--- src/rtl/pinbank_pkg.sv ---
package pinbank_pkg;
  localparam int BSEL_W = 2;
  localparam int GRP_W  = 6;

  typedef enum logic [GRP_W-1:0] {
    G_CTRL  = 6'd0,
    G_DIR   = 6'd1,
    G_DRV   = 6'd2,
    G_PULL  = 6'd3,
    G_SET   = 6'd4,
    G_CLR   = 6'd5,
    G_STATE = 6'd6,
    G_IEN   = 6'd7,
    G_POL   = 6'd8,
    G_KIND  = 6'd9,
    G_PEND  = 6'd10,
    G_ACK   = 6'd11
  } grp_e;
endpackage

--- src/rtl/pinbank_regs.sv ---
module pinbank_regs
  import pinbank_pkg::*;
#(
  parameter int NUM_BYTES = 3,
  localparam int PW = 8 * NUM_BYTES
) (
  input  logic              clk_i,
  input  logic              rst_ni,
  input  logic              we_i,
  input  grp_e              grp_i,
  input  logic [BSEL_W-1:0] bsel_i,
  input  logic [7:0]        wdata_i,
  output logic [1:0]        ctrl_o,
  output logic [PW-1:0]     dir_o,
  output logic [PW-1:0]     drv_o,
  output logic [PW-1:0]     pull_o,
  output logic [PW-1:0]     ien_o,
  output logic [PW-1:0]     pol_o,
  output logic [PW-1:0]     kind_o,
  output logic [PW-1:0]     out_o,
  output logic [PW-1:0]     ack_o
);
  logic [1:0] ctrl_q;

  always_ff @(posedge clk_i or negedge rst_ni) begin
    if (!rst_ni) ctrl_q <= '0;
    else if (we_i && grp_i == G_CTRL && bsel_i == '0) ctrl_q <= wdata_i[1:0];
  end
  assign ctrl_o = ctrl_q;

  for (genvar b = 0; b < NUM_BYTES; b++) begin : g_byte
    logic       hit;
    logic [7:0] dir_q, drv_q, pull_q, ien_q, pol_q, kind_q, out_q;

    assign hit = we_i && (bsel_i == BSEL_W'(b));

    always_ff @(posedge clk_i or negedge rst_ni) begin
      if (!rst_ni) begin
        dir_q  <= '0;
        drv_q  <= '0;
        pull_q <= '0;
        ien_q  <= '0;
        pol_q  <= '0;
        kind_q <= '0;
        out_q  <= '0;
      end else if (hit) begin
        case (grp_i)
          G_DIR:   dir_q  <= wdata_i;
          G_DRV:   drv_q  <= wdata_i;
          G_PULL:  pull_q <= wdata_i;
          G_IEN:   ien_q  <= wdata_i;
          G_POL:   pol_q  <= wdata_i;
          G_KIND:  kind_q <= wdata_i;
          G_SET:   out_q  <= out_q | wdata_i;
          G_CLR:   out_q  <= out_q & ~wdata_i;
          default: ;
        endcase
      end
    end

    assign dir_o[8*b +: 8]  = dir_q;
    assign drv_o[8*b +: 8]  = drv_q;
    assign pull_o[8*b +: 8] = pull_q;
    assign ien_o[8*b +: 8]  = ien_q;
    assign pol_o[8*b +: 8]  = pol_q;
    assign kind_o[8*b +: 8] = kind_q;
    assign out_o[8*b +: 8]  = out_q;
    assign ack_o[8*b +: 8]  = (hit && grp_i == G_ACK) ? wdata_i : 8'h00;
  end
endmodule

--- src/rtl/pinbank_evt.sv ---
module pinbank_evt #(
  parameter int PW = 24
) (
  input  logic          clk_i,
  input  logic          rst_ni,
  input  logic [PW-1:0] pin_i,
  input  logic [PW-1:0] en_i,
  input  logic [PW-1:0] ien_i,
  input  logic [PW-1:0] pol_i,
  input  logic [PW-1:0] kind_i,
  output logic [PW-1:0] lvl_o,
  output logic [PW-1:0] evt_o
);
  logic [PW-1:0] meta_q, sync_q, prev_q;

  always_ff @(posedge clk_i or negedge rst_ni) begin
    if (!rst_ni) begin
      meta_q <= '0;
      sync_q <= '0;
      prev_q <= '0;
    end else begin
      meta_q <= pin_i;
      sync_q <= meta_q;
      prev_q <= sync_q;
    end
  end

  assign lvl_o = sync_q;

  for (genvar i = 0; i < PW; i++) begin : g_pin
    logic cond;
    always_comb begin
      if (kind_i[i]) cond = pol_i[i] ? (sync_q[i] & ~prev_q[i]) : (~sync_q[i] & prev_q[i]);
      else           cond = pol_i[i] ? sync_q[i] : ~sync_q[i];
    end
    assign evt_o[i] = cond & ien_i[i] & en_i[i];
  end
endmodule

--- src/rtl/pinbank_pend.sv ---
module pinbank_pend #(
  parameter int PW = 24
) (
  input  logic          clk_i,
  input  logic          rst_ni,
  input  logic [PW-1:0] evt_i,
  input  logic [PW-1:0] ack_i,
  output logic [PW-1:0] pend_o
);
  logic [PW-1:0] pend_q;

  // a new event wins over a same-cycle acknowledge
  always_ff @(posedge clk_i or negedge rst_ni) begin
    if (!rst_ni) pend_q <= '0;
    else         pend_q <= (pend_q & ~ack_i) | evt_i;
  end

  assign pend_o = pend_q;
endmodule

--- src/rtl/pinbank_top.sv ---
module pinbank_top
  import pinbank_pkg::*;
#(
  parameter int NUM_BYTES = 3,
  localparam int PW = 8 * NUM_BYTES
) (
  input  logic          clk_i,
  input  logic          rst_ni,
  input  logic [7:0]    addr_i,
  input  logic [7:0]    wdata_i,
  input  logic          we_i,
  output logic [7:0]    rdata_o,
  input  logic [PW-1:0] gpio_i,
  output logic [PW-1:0] gpio_o,
  output logic [PW-1:0] gpio_oe_o,
  output logic [PW-1:0] gpio_drv_o,
  output logic [PW-1:0] gpio_pull_o,
  output logic          irq_o
);
  grp_e              grp;
  logic [BSEL_W-1:0] bsel;
  logic              bvalid;
  logic [1:0]        ctrl;
  logic [PW-1:0]     dir, ien, pol, kind, ack, lvl, evt, pend, pin_en;

  assign grp    = grp_e'(addr_i[7:2]);
  assign bsel   = addr_i[1:0];
  assign bvalid = int'(bsel) < NUM_BYTES;

  pinbank_regs #(.NUM_BYTES(NUM_BYTES)) u_regs (
    .clk_i   (clk_i),
    .rst_ni  (rst_ni),
    .we_i    (we_i && bvalid),
    .grp_i   (grp),
    .bsel_i  (bsel),
    .wdata_i (wdata_i),
    .ctrl_o  (ctrl),
    .dir_o   (dir),
    .drv_o   (gpio_drv_o),
    .pull_o  (gpio_pull_o),
    .ien_o   (ien),
    .pol_o   (pol),
    .kind_o  (kind),
    .out_o   (gpio_o),
    .ack_o   (ack)
  );

  // last byte is the alternate group
  for (genvar b = 0; b < NUM_BYTES; b++) begin : g_en
    if (b == NUM_BYTES - 1) begin : g_alt
      assign pin_en[8*b +: 8] = {8{ctrl[1]}};
    end else begin : g_pri
      assign pin_en[8*b +: 8] = {8{ctrl[0]}};
    end
  end

  assign gpio_oe_o = dir & pin_en;

  pinbank_evt #(.PW(PW)) u_evt (
    .clk_i  (clk_i),
    .rst_ni (rst_ni),
    .pin_i  (gpio_i),
    .en_i   (pin_en),
    .ien_i  (ien),
    .pol_i  (pol),
    .kind_i (kind),
    .lvl_o  (lvl),
    .evt_o  (evt)
  );

  pinbank_pend #(.PW(PW)) u_pend (
    .clk_i  (clk_i),
    .rst_ni (rst_ni),
    .evt_i  (evt),
    .ack_i  (ack),
    .pend_o (pend)
  );

  assign irq_o = |pend;

  function automatic logic [7:0] pick(logic [PW-1:0] v, logic [BSEL_W-1:0] s);
    return 8'(v >> {s, 3'b000});
  endfunction

  always_comb begin
    rdata_o = '0;
    if (bvalid) begin
      case (grp)
        G_CTRL:  rdata_o = (bsel == '0) ? {6'b0, ctrl} : 8'h00;
        G_DIR:   rdata_o = pick(dir, bsel);
        G_DRV:   rdata_o = pick(gpio_drv_o, bsel);
        G_PULL:  rdata_o = pick(gpio_pull_o, bsel);
        G_STATE: rdata_o = pick(lvl, bsel);
        G_IEN:   rdata_o = pick(ien, bsel);
        G_POL:   rdata_o = pick(pol, bsel);
        G_KIND:  rdata_o = pick(kind, bsel);
        G_PEND:  rdata_o = pick(pend, bsel);
        default: rdata_o = '0;
      endcase
    end
  end
endmodule

--- config.mk ---
export PLATFORM = sky130hd
export DESIGN_NAME = pinbank_top
export DESIGN_NICKNAME = d
export VERILOG_FILES = /design/src/rtl/pinbank_pkg.sv /design/src/rtl/pinbank_regs.sv /design/src/rtl/pinbank_evt.sv /design/src/rtl/pinbank_pend.sv /design/src/rtl/pinbank_top.sv
export SDC_FILE = /design/constraint.sdc
export NUM_CORES = 1
export LEC_CHECK = 0
export ABC_AREA = 1
export BUFFER_PORTS_ARGS = -buffer_cell sky130_fd_sc_hd__buf_2
export CAP_MARGIN = 20
export CORE_ASPECT_RATIO = 0.6
export CORE_MARGIN = 10
export CORE_UTILIZATION = 55
export DETAILED_ROUTE_END_ITERATION = 6
export HOLD_SLACK_MARGIN = 0.05
export PLACE_DENSITY = 0.76
export SLEW_MARGIN = 10
export SYNTH_ARGS = -nofsm -noshare
export SYNTH_HDL_FRONTEND = slang
export SYNTH_SLANG_ARGS = --single-unit
--- constraint.sdc ---
create_clock -name clk_i -period 2.7 [get_ports clk_i]
set_clock_uncertainty 0.15 [all_clocks]
set_input_delay 0.405 -clock clk_i [delete_from_list [all_inputs] [get_ports clk_i]]
set_output_delay 0.405 -clock clk_i [all_outputs]
set_load 0.02 [all_outputs]
==> results of run 1 <==
## cells in the final DEF (no fill, tap or decap), drive strengths merged
| cell | instances |
|---|---|
| o21bai | 1 |
| nor4 | 6 |
| nand2 | 450 |
| o31ai | 18 |
| clkinvlp | 1 |
| nor3 | 2 |
| clkbuf | 35 |
| nand4 | 5 |
| bufinv | 4 |
| diode | 1 |
| dlygate4sd3 | 31 |
| nor2 | 138 |
| clkinv | 3 |
| a31oi | 7 |
| inv | 115 |
| nand3b | 11 |
| a21oi | 40 |
| dfrtp | 266 |
| buf | 215 |
| o21ai | 205 |
| nand3 | 88 |
| o211ai | 6 |
## worst max-delay path: cells and delay by family (launching register included)
kind          cells  cell delay [ps]
flops             1              420
simple gates      3             1010
buf+inv           1              180
## routing by layer
metal	up-vias	share of wire [%]
li1	4995	-
met1	5214	44
met2	678	41
met3	46	14
met4	2	1.3
met5	-	0.027
## through the flow
stage,setup slack [ps],TNS [ps],power (mW)
2_1_floorplan,413.3,0,4.790
3_3_place_gp,8.027,0,5.213
3_5_place_dp,-47.82,-47.82,5.233
4_1_cts,36.00,0,8.978
5_1_grt,-71.37,-144.2,9.263
6_report,9.807,0,8.983
## how the worst min path moves through the flow
stage	depth (start not counted)	slack [ps]	end	start
global route	3	160	u_regs.ctrl_o[0]$_DFFE_PN0P_	we_i
detailed placement	0	180	u_evt.lvl_o[14]$_DFF_PN0_	u_evt.meta_q[14]$_DFF_PN0_
CTS	3	100	u_regs.ctrl_o[0]$_DFFE_PN0P_	we_i
finish	3	120	u_regs.ctrl_o[0]$_DFFE_PN0P_	we_i
global placement	0	180	u_evt.lvl_o[5]$_DFF_PN0_	u_evt.meta_q[5]$_DFF_PN0_
floorplan	0	-40	async pin	rst_ni
## area by class of cell
| type | instances | area, sq um | share of cell area (%) |
|---|---|---|---|
| Antenna cell | 1 | 2.502 | 0.01734 |
| Clock inverter | 8 | 146.4 | 1.014 |
| Inverter | 115 | 431.7 | 2.991 |
| Clock buffer | 35 | 723.2 | 5.010 |
| Multi-Input combinational cell | 977 | 4437 | 30.74 |
| Timing Repair Buffer | 246 | 1688 | 11.69 |
| Tap cell | 279 | 349.1 | 2.419 |
| Sequential cell | 266 | 6656 | 46.12 |
## repair_timing
action	4_1_cts	5_1_grt
hold endpoints to repair	97	0
buffers inserted	0	2
gates resized for setup	2	30
hold buffers	31	0
endpoints found under the setup margin	3	7
pin swaps	0	1
## cell families (layout without fill, tap and decap cells)
family | count (synthesis) | in the layout | share of synthesized area [%]
simple gates | 700 | 700 | 24.84
compound gates | 277 | 277 | 12.40
flops | 266 | 266 | 56.64
buf+inv | 175 | 404 | 6.121
other cells | 0 | 1 | 0
## power by group through the flow
stage / Clock, mW / Sequential [mW] / Combinational (mW)
CTS: 3.78 / 4.39 / 0.813
detailed placement: 0 / 4.46 / 0.773
floorplan: 0 / 4.46 / 0.325
finish: 3.76 / 4.40 / 0.827
global route: 3.94 / 4.42 / 0.907
global placement: 0 / 4.45 / 0.759
==> results.md, run 1 <==
- The run finished with clean final reports.
- The switching share of power is 25.25%.
- The number of nets produced by synthesis is 1461.
- The number of antenna violations at the first check in global routing is 2.
- Row generation in the floorplan step produced 41 rows.
- The horizontal extent of the die is 208.7 um.
- The worst path needs 2690 ps of the cycle, external delays included.
- The die covers 0.02781 sq mm.
- The initial utilization of the core area, before any placement, comes to 56.01%.
- The routed wire length per instance is 20.94 um.
- The worst endpoint data arrival time is 2140 ps.
- The analysis attributes to cell leakage a power of 7.062 nW.
- The tightest min-delay check is of the input port to register type.
- For met1 alone, demand over resource in global routing was 42.05%.
- 148 I/O pins were placed.
- The total placed cells including tap cells is 1850.
- The internal power of the cells totals 6.715 mW.
- The setup check on the worst reg-to-reg path leaves a slack of 1120 ps.
- Setup repair after global routing could not meet its margin everywhere.
- The via count of the first global-routing pass came to 10390.
- The detailed placement HPWL is 29850 um.
- The startpoint of the worst-slack reg-to-reg timing path is u_regs.ctrl_o[0]$_DFFE_PN0P_.
- The biggest cell delay along the critical path is 520 ps.
- The distinct cell type count after synthesis is 28.
- In this run the mean area of a mapped cell was 8.288 sq um.
- The detail route stage leaves a number of antenna-violating nets equal to 0.
- The Yosys step of the flow raised 0 warnings.
- In the synthesized netlist the dominant register cell turns out to be dfrtp_1.
- Compared with the post-synthesis result, the final layout area differs by 22.81%.
- The largest fanout of any net on the critical path is 3.
- The finished cells cover 0.01443 sq mm.
- VDD sags by at most 0.5468 mV.
- The final hold violation count is 0.
- The relative slew slack is 50.09%.
- By area the synthesized netlist is led by dfrtp_1 (57%), nand2_1 (14%), o21ai_0 (8.5%).
- For this design the ratio of total power to cell area is 622.4 mW/mm^2.
- Clock tree synthesis inserted a total of 24 buffers.
- The critical path class is register to output pin.
- The number of endpoints failing setup at the final stage is 0.
- The part of the total power dissipated in sequential elements is 49.0%.
- The TritonCTS clock tree is built.
- Synthesis produced 1418 cells.
- The switching power is 2.268 mW.
- The maximum number of pins on one net before global-route repair is 68.
- The mapped netlist covers 0.01175 sq mm.
- In this run the most used layer during global routing was met1.
- For this run, the total global-route usage over all layers was measured as 28.38%.
- The root buffer selected by CTS is clkbuf_16.
- The final route contains 10940 vias.
- For this design, the slowest cell found on the critical path is nor4_1.
- The placed instances occupy a cell area of 0.01314 sq mm.
- The worst register-to-register path ends at u_pend.pend_o[13]$_DFF_PN0_.
- Tracing the worst setup path back leads to its startpoint at u_pend.pend_o[15]$_DFF_PN0_.
- The tool flagged a number of max-cap violations equal to 0.
- Fill cells in the final layout number 1728.
- Across all hold checks on the routed design, the worst slack comes to 117.4 ps.
- The global route total overflow is 0.
- The initial detailed-routing violation count is 1354.
- The post-route DRC violation count is 0.
- The highest clock frequency the design can meet is 371.7 MHz.
- The total of buffers placed on input and output ports is 147.
- The final layout contains routed wiring with a total length of 40360 um.
- By count the netlist is led by nand2_1 (444), dfrtp_1 (266), o21ai_0 (200), nor2_1 (124), inv_1 (111).
- The share of post-route cells with drive strength above 1 is 17.79%.
- dfrtp_1 takes more of the synthesized area than any other cell.
- The actual transition at the worst max-transition pin is 747.9 ps.
- The clock latency on the worst-skew pair is 530 ps.
- The post-synthesis register bit count is 266.
- In this run the number of H-tree levels came out at 1.
- The worst setup path is captured at an output pin.
- Sequential elements use 56.64% of the synthesized area.
- The final weighted congestion of routability-driven global placement is 1.072.
- The first global-routing pass estimated 61960 um of wire.
- Of the post-synthesis cell area, the dominant cell type holds 56.64%.
- The capturing instance or port of the critical path is irq_o.
- The final cell count without fillers is 1927.
- Using the TritonRoute via totals, the vias-per-cell ratio works out to 5.675.
- In this run the vertical extent of the chip is 133.2 um.
- For this run, global-route usage on met3 was measured as 10.48%.
- The combinational share of power is 9.2%.
- The number of buffers between clock root and the deepest sink is 3.
- The required time of the critical path is 2140 ps.
- The met2 demand-to-capacity share in global routing is 39.17%.
- The number of sinks on the clock net is 266.
- The nature of the critical path startpoint is a register.
- The area of the core region is 0.02098 sq mm.
- The share of flip-flops with an asynchronous set or reset is 100.0%.
- The most common cell in the synthesized netlist is nand2_1.
- In this run, synthesis inferred 0 flip-flops with an integrated enable.
- The number of detailed-routing iterations run before antenna repair is 6.
- The clock network is responsible for 41.8% of the overall power.
- The final max-slew violation count is 0.
- The depth of the worst register-to-register path is 3.
- Measured on the finished design, the core utilization comes to 68.79%.
- The final-stage net count is 1673.
- The final critical path takes up 99.64% of the cycle.
- The critical path goes through nor4_1 -> nand4_1 -> nand3b_1 -> buf_2.
- Clock-pin slew was measured on the worst setup and hold paths at 70 ps.
(Power assumes the default switching activity.)
==> inputs of run 2 (changes only) <==
ABC_AREA = default   (was 1)
==> results.md, run 2 <==
- The run finished, with violations left.
- The final reports fail on negative setup slack.
- The area of the core region was 0.02103 sq mm (+0.24%).
- The root buffer selected by CTS is clkbuf_16.
- The accumulated negative setup slack was -2604 ps (-2604 ps).
- The most repeated library cell on the critical path is buf_4.
- The number of antenna violations at the first check in global routing is 0 (-2).
- Sorting the synthesized cells by area gives the leading types as dfrtp_1 (57%), mux2_2 (14%), nand2_1 (3.4%).
- The number of clock buffers inserted by TritonCTS is 24 (unchanged).
- The number of H-tree levels was 1 (unchanged).
- dfrtp_1 takes more of the synthesized area than any other cell.
- The share of the synthesized area in the top cell type is 56.63% (about the same).
- The detailed-route vias per instance was 6.097 (+7.4%).
- The multiplexer area fraction after synthesis is 17.44% (+17 points).
- The synthesized instance count is 964 (-32%).
- The detailed placement HPWL was 27110 um (-9.2%).
- The worst setup path is captured at an output pin.
- Setup repair after global routing could not meet its margin everywhere.
- The worst setup path is launched from an input port.
- The worst endpoint data arrival time came to 2520 ps (+380 ps).
- The average cell area after synthesis is 12.19 sq um (+47%).
- The highest clock frequency the design can meet is 325.0 MHz (-13%).
- In this run the worst hold path is classified as register to register.
- Leaving out fill and tap cells, the most frequent cell in the layout is dfrtp_1.
- The tightest hold margin is 195.9 ps (+78.51 ps).
- The required time of the critical path was 2140 ps (about the same).
- The adder-cell share of the synthesized area is 0% (unchanged).
- The first-pass GRT wire length is 57730 um (-6.8%).
- The actual transition at the worst max-transition pin is 692.0 ps (-55.83 ps).
- The total leakage power is 7.291 nW (+3.3%).
- The share of flip-flops with an asynchronous set or reset is 100.0% (unchanged).
- The cell type group with the largest total delay on the critical path is compound AO/OA/AOI/OAI gates.
- The relative slew slack is 53.86% (+3.8 points).
- In the layout the commonest cells are dfrtp_1 (266), mux2_2 (150), buf_2 (134).
- The final max-slew violation count is 0 (unchanged).
- The post-route DRC violation count is 0 (unchanged).
- The register clock-pin slew on the reported worst setup and hold paths is 70 ps (about the same).
- The starting utilization of the core area is 55.88% (-0.13 points).
- The final worst-path setup slack came to -376.9 ps (-386.7 ps).
- The share of the synthesized area in compound gates (AO/OA/AOI/OAI) is 10.61% (-1.8 points).
- The most used flip-flop cell after synthesis is dfrtp_1.
- The routed wire length per instance is 25.16 um (+20%).
- The shortest clock period the worst path allows after layout came to 3077 ps (+386.7 ps).
- The total power density per cell area was 604.9 mW/mm^2 (-2.8%).
- The combinational family with the most area after synthesis is multiplexers.
- The critical path class is input port to output pin.
- The maximum vdd drop is 0.4728 mV (-14%).
- The row count is 41 (unchanged).
- TritonCTS built the clock tree.
- The chip height came to 133.2 um (about the same).
- Counting instances in the post-synthesis netlist gives the leading cell types as dfrtp_1 (266), mux2_2 (150), nand2_1 (105), xnor2_1 (44), o21ai_0 (38).
- The overall power after layout is 9.057 mW (+0.82%).
- The horizontal extent of the die was 208.7 um (about the same).
- The number of detailed-routing iterations run before antenna repair is 5 (-1).
- The number of buffer and inverter stages on the critical path is 3 (+2).
- The wire length reported by the detailed router is 37910 um (-6.1%).
- The final weighted congestion of routability-driven global placement is 0.9888 (-7.8%).
- The total number of yosys warnings is 0 (unchanged).
- The number of nets produced by synthesis is 1007 (-31%).
- The maximum number of pins on one net before global-route repair is 77 (+13%).
- The area after detailed placement came to 0.01358 sq mm (+3.3%).
- The post-synthesis share of cell area spent on xor and xnor gates is 3.279% (+3.3 points).
- The final standard cell area without fillers was 0.01497 sq mm (+3.7%).
- The cell area after synthesis is 0.01175 sq mm (about the same).
- The fraction of the yosys area taken by sequential cells is 56.63% (about the same).
- The overall die area is 0.02781 sq mm (about the same).
- The worst-path cell with the longest stage delay is or4b_4.
- The diode insertion count for antenna repair was 0 (-1).
- The post-route antenna net violation count came to 0 (unchanged).
- The area growth from synthesis to final layout is 27.38%.
- Traced cell by cell, the critical path runs through buf_6 -> or4b_4 -> nor3_4 -> buf_4 -> a22oi_2 -> a311o_2 -> a2111oi_4 -> buf_4.
- The basic-gate share of the synthesized area counting and, or, nand and nor cells is 10.08% (-15 points).
- The number of maximum-capacitance constraint violations is 0 (unchanged).
- The number of sinks on the clock net was 266 (unchanged).
- The initial detailed-routing violation count is 917 (-32%).
- The final hold violation count is 0 (unchanged).
- The global route total overflow is 0 (unchanged).
- The number of flops mapped to enable cells by yosys came to 0 (unchanged).
- The largest fanout of any net on the critical path is 6 (+3).
- The period utilization is 114.0% (+14 points).
- The count of pins on the block boundary is 148 (unchanged).
- The number of buffers between clock root and the deepest sink was 3 (unchanged).
- The distinct cell type count after synthesis came to 60 (+110%).
- The share of post-route cells with drive strength above 1 was 39.90% (+22 points).
- The global routing usage summed across all routing layers was 26.50% (-1.9 points).
- The clock latency on the worst-skew pair came to 530 ps (about the same).
- The biggest cell delay along the critical path was 570 ps (+50 ps).
- The cell with the most instances after synthesis is dfrtp_1.
- The via count of the first global-routing pass is 9427 (-9.3%).
- The count of vias placed by the detailed router came to 9188 (-16%).
- The number of endpoints failing setup at the final stage is 8 (+8).
- The post-synthesis register bit count is 266 (unchanged).
- The total of buffers placed on input and output ports came to 147 (unchanged).
- The final-stage net count was 1254 (-25%).
-- run 2: cell types whose count changed after synthesis, moves of 25 or more --
cell | before | now
a22oi_1 | 0 | 25
mux2_2 | 0 | 150
nand3_1 | 87 | 31
inv_1 | 111 | 2
and2_1 | 0 | 28
nor2_1 | 124 | 26
mux2i_1 | 0 | 27
xnor2_1 | 0 | 44
nand2_1 | 444 | 105
o21ai_0 | 200 | 38
-- run 2: final cells by class --
| type | instances | area (sq um) |
|---|---|---|
| sequential | 266 | 6656 |
| clock inverter | 9 | 147.6 |
| tap | 279 | 349.1 |
| clock buffer | 34 | 729.5 |
| timing repair buffer | 274 | 1956 |
| inverter | 2 | 7.507 |
| multi-input combinational | 643 | 5126 |
| fill | 1543 | 6061 |
-- run 2: metal layers --
metal | wire length, um | GRT usage, % | vias to the layer above
met5 | 0 | 0 | -
met4 | 721 | 5.332 | 0
met3 | 3916 | 8.333 | 57
met2 | 16510 | 38.64 | 438
met1 | 16760 | 38.02 | 4717
li1 | - | - | 3976
-- run 2: worst reg2reg max path: stages (launching register included) --
cell and delay, ps:
dfrtp_1 380, buf_4 350, nand3_1 120, a21oi_1 280, a21o_1 120
-- run 2: timing repair --
action / 4_1_cts / 5_1_grt
buffers inserted: 5 / 1
endpoints found under the setup margin: 9 / 8
endpoints found under the hold margin: 95 / 0
resized for setup: 52 / 8
pin swaps: 14 / 8
hold buffers: 25 / 0
-- run 2: logic make-up (layout without fill, tap and decap cells) --
family | count (synthesis) | count (layout)
flip-flops | 266 | 266
AND/OR/NAND/NOR | 237 | 237
multiplexers | 185 | 185
AO/OA/AOI/OAI | 177 | 177
buffers and inverters | 55 | 319
XOR/XNOR | 44 | 44
-- run 2: metrics by stage --
step | cells | worst slack, ps | util, %
final | 1507 | -376.9 | 71.18
after global routing | 1507 | -432.6 | 71.18
after CTS | 1506 | -334.0 | 70.98
after detailed placement | 1435 | -504.9 | 64.56
after global placement | 1435 | -520.7 | 64.56
after floorplan | 964 | -74.01 | -
-- run 2: final timing paths --
path	start	end	slack, ps	depth (start not counted)
max in group asynchronous	rst_ni	u_regs.g_byte[0].dir_q[2]$_DFFE_PN0P_	1360	3
min reg2reg	u_evt.meta_q[1]$_DFF_PN0_	u_evt.lvl_o[1]$_DFF_PN0_	200	0
max reg2reg	u_regs.ctrl_o[0]$_DFFE_PN0P_	u_pend.pend_o[4]$_DFF_PN0_	1240	4
max	addr_i[4]	rdata_o[5]	-380	8
min in group asynchronous	rst_ni	u_evt.prev_q[20]$_DFF_PN0_	290	2
min	u_evt.meta_q[1]$_DFF_PN0_	u_evt.lvl_o[1]$_DFF_PN0_	200	0
-- run 2: power breakdown --
| part | total (mW) | internal (mW) | switching, mW |
|---|---|---|---|
| clock | 3.77 | 2.26 | 1.52 |
| sequential | 4.36 | 4.17 | 0.182 |
| combinational | 0.926 | 0.385 | 0.540 |
